<file path="src/rtl/adc_window_cmp.sv">
module adc_window_cmp #(
  parameter int unsigned DATA_W = 16,
  parameter int unsigned ADDR_W = 3
) (
  input  logic              clk,
  input  logic              rst_n,
  input  logic              res_valid,
  input  logic [DATA_W-1:0] res_data,
  input  logic [ADDR_W-1:0] reg_addr,
  input  logic [7:0]        reg_wdata,
  input  logic              reg_we,
  input  logic              reg_re,
  output logic [7:0]        reg_rdata,
  output logic              win_irq
);
  localparam logic [ADDR_W-1:0] A_ABV_LO = ADDR_W'(0);
  localparam logic [ADDR_W-1:0] A_ABV_HI = ADDR_W'(1);
  localparam logic [ADDR_W-1:0] A_BLW_LO = ADDR_W'(2);
  localparam logic [ADDR_W-1:0] A_BLW_HI = ADDR_W'(3);
  localparam logic [ADDR_W-1:0] A_CTRL   = ADDR_W'(4);

  logic [7:0] abv_lo, abv_hi, blw_lo, blw_hi;
  logic       hit_flag, irq_en;

  wire [15:0] abv_lim = {abv_hi, abv_lo};
  wire [15:0] blw_lim = {blw_hi, blw_lo};
  wire [15:0] sample  = 16'(res_data);

  wire is_above = sample > abv_lim;
  wire is_below = sample < blw_lim;
  wire band     = blw_lim > abv_lim;
  wire hit_now  = res_valid & (band ? (is_above & is_below) : (is_above | is_below));
  wire clr_req  = reg_we & (reg_addr == A_CTRL) & reg_wdata[0];

  always_ff @(posedge clk or negedge rst_n) begin
    if (!rst_n) begin
      abv_lo <= 8'hFF;
      abv_hi <= 8'hFF;
      blw_lo <= 8'h00;
      blw_hi <= 8'h00;
      irq_en <= 1'b0;
    end else if (reg_we) begin
      case (reg_addr)
        A_ABV_LO: abv_lo <= reg_wdata;
        A_ABV_HI: abv_hi <= reg_wdata;
        A_BLW_LO: blw_lo <= reg_wdata;
        A_BLW_HI: blw_hi <= reg_wdata;
        A_CTRL:   irq_en <= reg_wdata[1];
        default: ;
      endcase
    end
  end

  always_ff @(posedge clk or negedge rst_n) begin
    if (!rst_n) hit_flag <= 1'b0;
    else        hit_flag <= hit_now | (hit_flag & ~clr_req);
  end

  always_comb begin
    reg_rdata = 8'h00;
    if (reg_re) begin
      case (reg_addr)
        A_ABV_LO: reg_rdata = abv_lo;
        A_ABV_HI: reg_rdata = abv_hi;
        A_BLW_LO: reg_rdata = blw_lo;
        A_BLW_HI: reg_rdata = blw_hi;
        A_CTRL:   reg_rdata = {6'b0, irq_en, hit_flag};
        default:  reg_rdata = 8'h00;
      endcase
    end
  end

  assign win_irq = hit_flag & irq_en;
endmodule

</file>
<file path="config.mk">
export PLATFORM = sky130hd
export DESIGN_NAME = adc_window_cmp
export DESIGN_NICKNAME = d
export VERILOG_FILES = /design/src/rtl/adc_window_cmp.sv
export SDC_FILE = /design/constraint.sdc
export NUM_CORES = 1
export LEC_CHECK = 0
export BUFFER_PORTS_ARGS = -buffer_cell sky130_fd_sc_hd__buf_2
export CAP_MARGIN = 40
export CORE_MARGIN = 4
export CORE_UTILIZATION = 41
export CTS_BUF_LIST = sky130_fd_sc_hd__clkbuf_2 sky130_fd_sc_hd__clkbuf_4 sky130_fd_sc_hd__clkbuf_8
export DETAILED_ROUTE_END_ITERATION = 7
export GPL_ROUTABILITY_DRIVEN = 0
export GPL_TIMING_DRIVEN = 0
export HOLD_SLACK_MARGIN = 0.1
export PLACE_DENSITY = 0.58
export SYNTH_ARGS = -nofsm -noshare
export SYNTH_HDL_FRONTEND = slang
export SYNTH_SLANG_ARGS = --single-unit
</file>
<file path="constraint.sdc">
create_clock -name clk -period 3 [get_ports clk]
set_clock_uncertainty 0.2 [all_clocks]
set_input_delay 0.15 -clock clk [delete_from_list [all_inputs] [get_ports clk]]
set_output_delay 0.15 -clock clk [all_outputs]
set_load 0.02 [all_outputs]
</file>
# Word level (Yosys, flattened, before mapping)
# Index checks and enable logic that the tools add are counted.
# W data, S select, Z words.
[word_totals]
regBits = 34
latch_bits = 0
mem_bits_rw = 0
rom_bits = 0
in_bits = 32
output_inout_bits = 9
word_cells = 31
n_memories = 0
[op_classes]
addsub = 0
mul = 0
div_mod_pow = 0
order_cmp = 3
n_eq_ne = 4
n_shift = 0
mux = 3
n_bitwise = 9
n_reduce_logical = 6
[op_table]
columns = ["op", "count"]
rows = [
  ["$pmux W8 S5", 1],
  ["$gt A16 B16 Y1", 2],
  ["$lt A16 B16 Y1", 1],
  ["$reduce_and A2 Y1", 5],
  ["$mux W8", 1],
  ["$and A1 B1 Y1", 6],
  ["$eq A3 B2 Y1 const B", 2],
  ["$eq A3 B1 Y1 const B", 1],
  ["$eq A3 B3 Y1 const B", 1],
  ["$logic_not A3 Y1", 1],
  ["$or A1 B1 Y1", 2],
  ["$mux W1", 1],
  ["$not A1 Y1", 1],
]

# Longest topological paths before layout
# Gate-level depths: netlist (run 1).
[logic_depth]
depth_word = 6
depth_mapped = 8
depth_no_buf = 8

# Least setup slack after synthesis (run 1)
# No wires, ideal clock.
[synth_path]
kind = "register to register"
from = "register abv_hi[3]"
to = "register hit_flag"
t_arrival_ps = 1835
path_slack_ps = 839
path_stages_with_launch = 8
period_less_slack_ps = 2161
path_cell_list = "dfstp_2 inv_1 ha_1 nand4_1 or3_1 o21ai_2 o32ai_1 a221o_1"
[synth_via]
elab_chain_cells = 5
[synth_lines]
columns = ["item", "line", "source"]
rows = [
  ["start: declaration", "22", "logic [7:0] abv_lo, abv_hi, blw_lo, blw_hi;"],
  ["start signal: assignment", "45", "A_ABV_HI: abv_hi <= reg_wdata;"],
  ["$gt A16 B16 Y1", "29", "wire is_above = sample > abv_lim;"],
  ["$or A1 B1 Y1 / $and A1 B1 Y1 (equally long branches)", "32", "wire hit_now = res_valid & (band ? (is_above & is_below) : (is_above | is_below));"],
  ["$mux W1 *", "32", ""],
  ["$and A1 B1 Y1 *", "32", ""],
  ["$or A1 B1 Y1 *", "56", "else hit_flag <= hit_now | (hit_flag & ~clr_req);"],
  ["end signal: assignment", "56", ""],
  ["end: declaration", "23", "logic hit_flag, irq_en;"],
]
# Every way passes the cells marked *; elsewhere a longest branch is shown, timed or not.
# A chain may end at the register's enable or synchronous reset.

# Worst setup path after layout (run 1)
[layout_path]
from = "input reg_addr[1]"
to = "output reg_rdata[3]"
[layout_via]
elab_chain_cells = 3
[layout_lines]
columns = ["item", "line", "source"]
rows = [
  ["start: declaration", "9", "input logic [ADDR_W-1:0] reg_addr,"],
  ["$eq A3 B3 Y1, or another cell as far along", "62", "case (reg_addr)"],
  ["$pmux W8 S5 *", "62", ""],
  ["$mux W8 *", "61", "if (reg_re) begin"],
  ["end: declaration", "13", "output logic [7:0] reg_rdata,"],
]
# Marked as above.

==> results_dict.tcl, run 1 <==
set metrics [dict create \
    placed_area_sq_um 3060 \
    hold_path_depth 4 \
    syn-cell-area_sq_um 2760 \
    crit_required_ps 2650 \
    ir_drop_uv 254 \
    antenna_found_initial 0 \
    hold_class "in2reg" \
    clock-sinks 34 \
    p_int_uw 1080 \
    async_reset_ff_share_pct 100 \
    path_clk_slew_ps 70 \
    r2r_cells 7 \
    htree_levels 2 \
    grt_usage_pct 17.9 \
    tightest_slew_ps 763 \
    synth_cell_type_count 43 \
    reg2reg_from "abv_hi[3]" \
    finalCritPeriodShare_pct 79.5 \
    relSlewSlack_pct 49.1 \
    core-area_sq_um 6460 \
    leakage_uw 0.00158 \
    p_total_uw 1710 \
    crit_fanout 10 \
    synthCells 296 \
    critPathMaxStageDelay_ps 520 \
    r2r-end "hit_flag" \
    clkPwrFrac_pct 19.8 \
    crit_path_start_kind "input port" \
    die_height_um 90.1 \
    rsz0062_at_grt "no" \
    die_area_sq_um 8120 \
    worst_ep_arrival_time_ps 2030 \
    status "complete, no violations" \
    syn_nets 375 \
    fin_setup_tns_ps 0 \
    multi_input_area_sq_um 1730 \
    die_w_um 90.1 \
    drc 0 \
    crit_chain "dlygate4sd3_1 -> buf_2 -> buf_4 -> buf_2 -> o21ai_0 -> nand2_1 -> nor2_1 -> buf_2" \
    worstSetupEndpointType "output port" \
    hold_viol_final 0 \
    fin_area_sq_um 3260 \
    cp_common_cell "buf_2" \
    tritoncts "yes" \
    register_area_sq_um 871 \
    cts-root-buf "clkbuf_8" \
    drv_cap 0 \
    seq_area_frac_synth_pct 31.5 \
    final_nets 433 \
    clk_latency_ps 280 \
    p_sw_uw 631 \
    grt_pass1_vias 2386 \
    fillers 625 \
    maxSlewViolCount 0 \
    io_buffer_count 40 \
    area_growth_syn_to_layout_pct 17.8 \
    drt_iter0_markers 102 \
    start_util_pct 42.8 \
    reg2reg_slack_ps 620 \
    pwr-share-comb_pct 41.5 \
    powerDensity_nw_per_um2 525 \
    clockBufferDepth 2 \
    layout_setup_ws_ps 615 \
    swShare_pct 36.9 \
    period_minus_slack_ps 2380 \
    hold_path_end "hit_flag" \
    ant_nets 0 \
    ys.flop_type "dfrtp_1" \
    firstDrtPassIters 4 \
    vias 2312 \
    path_class "in2out" \
    wl_um 7100 \
    finalSetupViolCount 0 \
    whs_ps 116 \
    worstHoldStart "res_valid" \
    grt_pass1_wl_um 11700 \
    cts_buffers 5 \
    synth.avg_cell_area_sq_um 9.33 \
    drive_above_1_share_pct 24.5 \
    grt_max_degree 35 \
    viasPerCell 5.35 \
    synth_seq_cells 34 \
    io-pin-count 41 \
    overflow 0 \
    pre_cts_ws_ps 641 \
    routedWlPerCell_um 16.4 \
    synth_edf_count 0 \
    ys_warn_count 0 \
    seq_power_share_pct 38.8 \
    num_antenna_cells 0 \
    max_freq_ghz 0.419 \
    num_rows 29 \
    hpwl_um 5760 \
    crit_slowest_cell "dlygate4sd3_1" \
]
-- critical path: cells and delay by family --
family | cells | cell delay (ps)
and+or+nand+nor | 2 | 370
buffers and inverters | 5 | 1380
AOI/OAI and AO/OA | 1 | 130
-- synth_stat cells, drive strengths merged, types with 2 or more instances --
master  number  area [sq um]
a21o         9          67.6
a21oi       15          75.1
a221o        3          30.0
a22oi        4          30.0
and2         2          12.5
buf          5          27.5
clkbuf       3          11.3
dfrtp       18           450
dfstp       16           420
ha          47           588
inv         34           128
mux2         9           101
mux2i       10           100
nand2       30           113
nand2b       2          15.0
nand3        6          30.0
nand4       10          62.6
nor2        10          37.5
nor2b        4          25.0
nor4b        2          38.8
o211ai       2          15.0
o21a         2          15.0
o21ai       31           159
o22a         7          61.3
or3          2          12.5
-- flip-flops by register name (all words and copies together), names as in the netlist --
register / cells
irq_en: 1
hit_flag: 1
abv_lo: 8
abv_hi: 8
blw_hi: 8
blw_lo: 8
-- per-layer routing --
| layer | global-route usage (%) | vias up | share of wire, % |
|---|---|---|---|
| li1 | - | 1189 | - |
| met4 | 4.85 | 0 | 1.7 |
| met3 | 3.59 | 6 | 4.0 |
| met5 | 0 | - | 0 |
| met1 | 24.8 | 1071 | 50 |
| met2 | 28.5 | 46 | 45 |
-- power groups by stage --
| stage | sequential, uW | combinational [uW] | clock [uW] |
|---|---|---|---|
| 3_5_place_dp | 672 | 694 | 0 |
| 3_3_place_gp | 669 | 680 | 0 |
| 5_1_grt | 676 | 815 | 365 |
| 4_1_cts | 664 | 712 | 344 |
| 6_report | 663 | 709 | 338 |
| 2_1_floorplan | 643 | 502 | 0 |
-- cells by family (layout without fill, tap and decap cells) --
logic type,after synthesis,after routing,share of synthesized area (%)
compound gates,78,78,17.8
simple gates,75,75,15.2
fa+ha+maj,47,47,21.3
buf+inv,42,101,6.02
flops,34,34,31.5
mux,20,20,8.11
-- how the worst max path moves through the flow --
stage,startpoint,to
6_report,reg_addr[1],reg_rdata[3]
5_1_grt,reg_addr[1],reg_rdata[7]
4_1_cts,reg_addr[1],reg_rdata[3]
3_5_place_dp,abv_hi[3],hit_flag
3_3_place_gp,abv_hi[3],hit_flag
2_1_floorplan,abv_hi[3],hit_flag
-- metrics by stage --
stage | util, % | instances
6_report | 50.4 | 432
5_1_grt | 50.4 | 432
3_3_place_gp | 47.4 | 413
4_1_cts | 50.4 | 432
2_1_floorplan | - | 296
3_5_place_dp | 47.4 | 413
-- area by class of cell --
type	instances	share of cell area, %
Buffer	8	1.19
Clock buffer	6	2.34
Clock inverter	2	0.307
Tap cell	77	2.96
Inverter	34	3.92
Sequential cell	34	26.7
Multi-Input combinational cell	220	53.0
Timing Repair Buffer	51	9.53
-- layout by cell type (no fill, tap or decap), types with 2 or more instances in the layout --
master and instances:
o21ai_0 29, clkbuf_1 3, a22oi_1 4, clkbuf_8 5, nor2_1 10, mux2_2 9
o211ai_1 2, clkinv_2 2, a221o_1 3, nor2b_1 4, ha_1 47, o21a_1 2
nand4_1 10, a21o_1 9, buf_2 44, or3_1 2, o22a_1 7, dfrtp_1 18
mux2i_1 10, inv_1 34, nand3_1 6, and2_1 2, dfstp_2 16, a21oi_1 15
dlygate4sd3_1 11, nand2_1 30
-- repair_timing --
action                    4_1_cts  5_1_grt
setup buffers                   0        0
hold buffers                   11        0
hold endpoints to repair       51        0
gates resized for setup         0        0
No activity file was read; power rests on OpenSTA's default activity.
==> run 2, diff against run 1 <==
- clock period: 3 -> 2.2 ns (I/O delays scaled with it)
==> run 2 against run 1 <==
The flow now finishes with violations (negative setup slack); design area grew 7.6%; sequential power grew 37%; flip-flop and latch count is the same; die area is the same; largest cell class unchanged; register-to-register slack lost 730 ps; final cell count grew 3.2%; critical path depth shrank 1; via count grew 3.8%; core utilization grew 3.9 points; non-clock buffer count grew 14.
==> results_dict.tcl, run 2 (synthesized netlist as in run 1, its figures left out) <==
set metrics [dict create \
    period_minus_slack_ps 2310 \
    final_cell_mix "44 x buf_2, 41 x ha_1, 30 x nand2_1, 29 x inv_1, 28 x o21ai_0" \
    finalSetupViolCount 1 \
    tightest_slew_ps 780 \
    firstDrtPassIters 4 \
    r2r-end "hit_flag" \
    die_area_sq_um 8120 \
    drc 0 \
    die_w_um 90.1 \
    crit_required_ps 2180 \
    crit_fanout 3 \
    grt_usage_pct 18.6 \
    status "complete, but fails checks" \
    path_class "reg2reg" \
    tritoncts "yes" \
    start_util_pct 42.8 \
    rsz0062_at_grt "yes" \
    worstSetupEndpointType "flop" \
    reg2reg_from "abv_hi[1]" \
    io_buffer_count 40 \
    pre_cts_ws_ps -159 \
    grt_pass1_wl_um 12200 \
    drive_above_1_share_pct 29.8 \
    grt_max_degree 35 \
    hold_class "in2reg" \
    relSlewSlack_pct 48.0 \
    final_nets 447 \
    wl_um 7370 \
    routedWlPerCell_um 16.5 \
    path_clk_slew_ps 80 \
    reg2reg_slack_ps -110 \
    failed_checks "negative setup slack" \
    antenna_found_initial 0 \
    hold_viol_final 0 \
    htree_levels 2 \
    max_freq_ghz 0.433 \
    maxSlewViolCount 0 \
    crit_path_start_kind "flop" \
    cp.buffers_inverters 1 \
    die_height_um 90.1 \
    layout_setup_ws_ps -111 \
    hold_path_end "abv_lo[0]" \
    leakage_uw 0.00164 \
    p_total_uw 2440 \
    cts-root-buf "clkbuf_8" \
    postLayoutCoreUtil_pct 54.3 \
    register_area_sq_um 871 \
    cp.depth 7 \
    multi_input_area_sq_um 1850 \
    r2r_cells 7 \
    clock-sinks 34 \
    worst_ep_arrival_time_ps 2290 \
    clk_latency_ps 290 \
    overflow 0 \
    finalCritPeriodShare_pct 105 \
    critPathMaxStageDelay_ps 540 \
    viasPerCell 5.38 \
    num_antenna_cells 0 \
    hold_path_depth 3 \
    fillers 592 \
    crit_chain "inv_2 -> ha_4 -> nand4_1 -> or3_4 -> o21ai_4 -> o32ai_2 -> a221o_1" \
    area_growth_syn_to_layout_pct 26.9 \
    vias 2399 \
    drv_cap 0 \
    ant_nets 0 \
    cts_buffers 5 \
    powerDensity_nw_per_um2 697 \
    clockBufferDepth 2 \
    cp_top_family "simple AND/OR/NAND/NOR gates" \
    io-pin-count 41 \
    hpwl_um 5760 \
    grt_pass1_vias 2493 \
    crit_slowest_cell "dfstp_2" \
    ir_drop_uv 345 \
    drt_iter0_markers 93 \
    worstHoldStart "reg_addr[0]" \
    core-area_sq_um 6460 \
    final_common_cell "buf_2" \
    num_rows 29 \
]
-- run 2: power breakdown --
group | switching, uW | internal [uW] | total (uW)
clock network | 234 | 232 | 466
registers | 107 | 800 | 907
logic | 567 | 501 | 1070
total | 909 | 1530 | 2440
-- run 2: what timing repair did --
action	4_1_cts	5_1_grt
gates cloned	0	0
pin swaps	8	9
hold buffers	19	0
gates resized for setup	15	5
endpoints found under the hold margin	52	0
endpoints found under the setup margin	1	1
buffers inserted	5	1
-- run 2: final cells by class --
cell class                 instances  share of cell area, %
buffer                             8                   1.11
clock buffer                       6                   2.18
clock inverter                     2                  0.286
inverter                          34                   3.64
multi-input combinational        220                   52.8
sequential                        34                   24.8
tap                               77                   2.75
timing repair buffer              65                   12.4
-- run 2: how the worst max path moves through the flow --
stage	endpoint	from
after CTS	hit_flag	abv_hi[1]
after global routing	hit_flag	abv_hi[1]
after floorplan	hit_flag	abv_hi[3]
after detailed placement	hit_flag	abv_hi[3]
final	hit_flag	abv_hi[1]
after global placement	hit_flag	abv_hi[3]
-- run 2: routing by layer --
metal	wire (um)	up-vias	global-route usage (%)
met3	272	8	3.42
met5	0	-	0
met2	3310	47	29.9
met1	3660	1125	25.6
met4	120	0	4.72
li1	-	1219	-
-- run 2: worst min-delay path: cells and delay by family --
family / cells / cell delay, ps
buf+inv: 1 / 190
mux: 1 / 210
simple gates: 1 / 90
-- run 2: through the flow --
stage          hold slack [ps]  TNS [ps]  cells  instance area, sq um
2_1_floorplan             -386         0    296                  2760
3_3_place_gp              38.8      -150    413                  3060
3_5_place_dp              35.8      -159    413                  3060
4_1_cts                    148      -127    445                  3460
5_1_grt                    159      -185    446                  3500
6_report                   148      -111    446                  3500
==> run 3, diff against run 2 <==
- CTS_CLUSTER_SIZE: not set -> 24
- SKIP_CTS_REPAIR_TIMING: not set -> 1
==> run 3 against run 2 <==
Hold slack gained 26 ps; worst setup slack worse by 63 ps; register-to-register slack got worse by 60 ps; core utilization decreased by 0.15 points; sequential share of layout area is 0.071 points higher; sequential power increased by 0.8%; final cell count fell by 1.1%; the run still ends with negative setup slack left; design area shrank 0.29%; non-clock buffer count down 5; global-route usage is 0.81 points lower.
==> results_dict.tcl, run 3 (synthesized netlist as in run 1, its figures left out) <==
set metrics [dict create \
    finalCritPeriodShare_pct 108 \
    whs_ps 174 \
    drive_above_1_share_pct 31.3 \
    crit_fanout 3 \
    postLayoutCoreUtil_pct 54.1 \
    crit_slowest_cell "dfstp_2" \
    die_area_sq_um 8120 \
    clockBufferDepth 2 \
    placed_area_sq_um 3060 \
    num_antenna_cells 0 \
    fillers 595 \
    fin_setup_tns_ps -174 \
    p_int_uw 1540 \
    hold_class "in2reg" \
    period_minus_slack_ps 2370 \
    cts_buffers 5 \
    clk_latency_ps 280 \
    seq_power_share_pct 37.2 \
    overflow 0 \
    failed_checks "negative setup slack" \
    area_growth_syn_to_layout_pct 26.5 \
    reg2reg_slack_ps -170 \
    placedCellCount 413 \
    vias 2401 \
    cp-startpoint "abv_hi[1]" \
    core-area_sq_um 6460 \
    path_clk_slew_ps 70 \
    powerDensity_nw_per_um2 702 \
    crit_path_start_kind "flop" \
    endpoint "hit_flag" \
    io-pin-count 41 \
    r2r_cells 7 \
    maxSlewViolCount 0 \
    crit_chain "inv_4 -> ha_4 -> nand4_1 -> or3_4 -> o21ai_4 -> o32ai_2 -> a221o_1" \
    grt_pass1_vias 2356 \
    die_height_um 90.1 \
    io_buffer_count 40 \
    wl_met3_um 329 \
    final_cell_mix "44 x buf_2, 38 x ha_1, 30 x nand2_1, 28 x o21ai_0, 25 x inv_1" \
    wl_um 7350 \
    tightest_slew_ps 776 \
    routedWlPerCell_um 16.7 \
    cts-root-buf "clkbuf_8" \
    hold_viol_final 0 \
    path_class "reg2reg" \
    viasPerCell 5.44 \
    dr.max_layer_used "met4" \
    relSlewSlack_pct 48.3 \
    routed-wl-met2_um 3330 \
    final_nets 442 \
    firstDrtPassIters 4 \
    critPathMaxStageDelay_ps 560 \
    drc 0 \
    pwr-share-comb_pct 44.1 \
    crit_required_ps 2170 \
    drv_cap 0 \
    die_w_um 90.1 \
    fin_area_sq_um 3490 \
    worstSetupEndpointType "flop" \
    start_util_pct 42.8 \
    layout.cells.non_filler 441 \
    clkPwrFrac_pct 18.7 \
    leakage_uw 0.00163 \
    status "complete, but fails checks" \
    ir_drop_uv 343 \
    htree_levels 2 \
    register_area_sq_um 871 \
    hpwl_um 5760 \
    max_freq_ghz 0.421 \
    layout_setup_ws_ps -174 \
    rsz0062_at_grt "yes" \
    tritoncts "yes" \
    r2r-end "hit_flag" \
    finalSetupViolCount 1 \
    swShare_pct 37.1 \
    ant_nets 0 \
    num_rows 29 \
    final_common_cell "buf_2" \
    grt_usage_pct 17.7 \
    multi_input_area_sq_um 1880 \
    grt_pass1_wl_um 11600 \
    clock-sinks 34 \
    drt_iter0_markers 131 \
    p_sw_uw 911 \
    antenna_found_initial 0 \
    wirelength_met1_um 3550 \
    reg2reg_from "abv_hi[1]" \
    worst_ep_arrival_time_ps 2350 \
    grt_max_degree 35 \
]
==> run 3: cell type report <==
cell class / count / area share (%)
Buffer: 8 / 1.11
Clock inverter: 2 / 0.286
Sequential cell: 34 / 24.9
Multi-Input combinational cell: 220 / 53.8
Inverter: 34 / 3.72
Timing Repair Buffer: 60 / 11.2
Clock buffer: 6 / 2.18
Tap cell: 77 / 2.76
==> run 3: critical path, delay by kind of cell (launching register included) <==
family,cells,cell delay [ps]
simple gates,2,640
flops,1,560
compound gates,3,540
fa+ha+maj,1,260
buf+inv,1,50
==> run 3: worst min-delay path by stage <==
stage                      from        end  slack, ps  depth (start not counted)
finish              reg_addr[2]  abv_hi[2]        170                          5
global route        reg_addr[2]  abv_hi[2]        210                          5
CTS                       rst_n  blw_hi[3]       -270                          1
detailed placement        rst_n  blw_lo[4]         40                          1
global placement          rst_n  blw_lo[5]         40                          1
floorplan                 rst_n  blw_hi[0]       -390                          0
==> run 3: metal layers <==
layer  global-route usage, %  vias up
li1                        -     1207
met1                    24.5     1132
met2                    28.4       54
met3                    3.42        8
met4                    4.72        0
met5                       0        -
==> run 3: power by group through the flow <==
stage	sequential, uW	clock [uW]	combinational [uW]
6_report	914	458	1080
2_1_floorplan	877	0	685
3_5_place_dp	916	0	946
4_1_cts	906	469	957
5_1_grt	932	496	1230
3_3_place_gp	913	0	927
==> run 3: metrics by stage <==
| stage | power, uW | setup WS (ps) |
|---|---|---|
| 2_1_floorplan | 1560 | 39.4 |
| 3_3_place_gp | 1840 | -150 |
| 3_5_place_dp | 1860 | -159 |
| 4_1_cts | 2330 | -173 |
| 5_1_grt | 2660 | -222 |
| 6_report | 2450 | -174 |
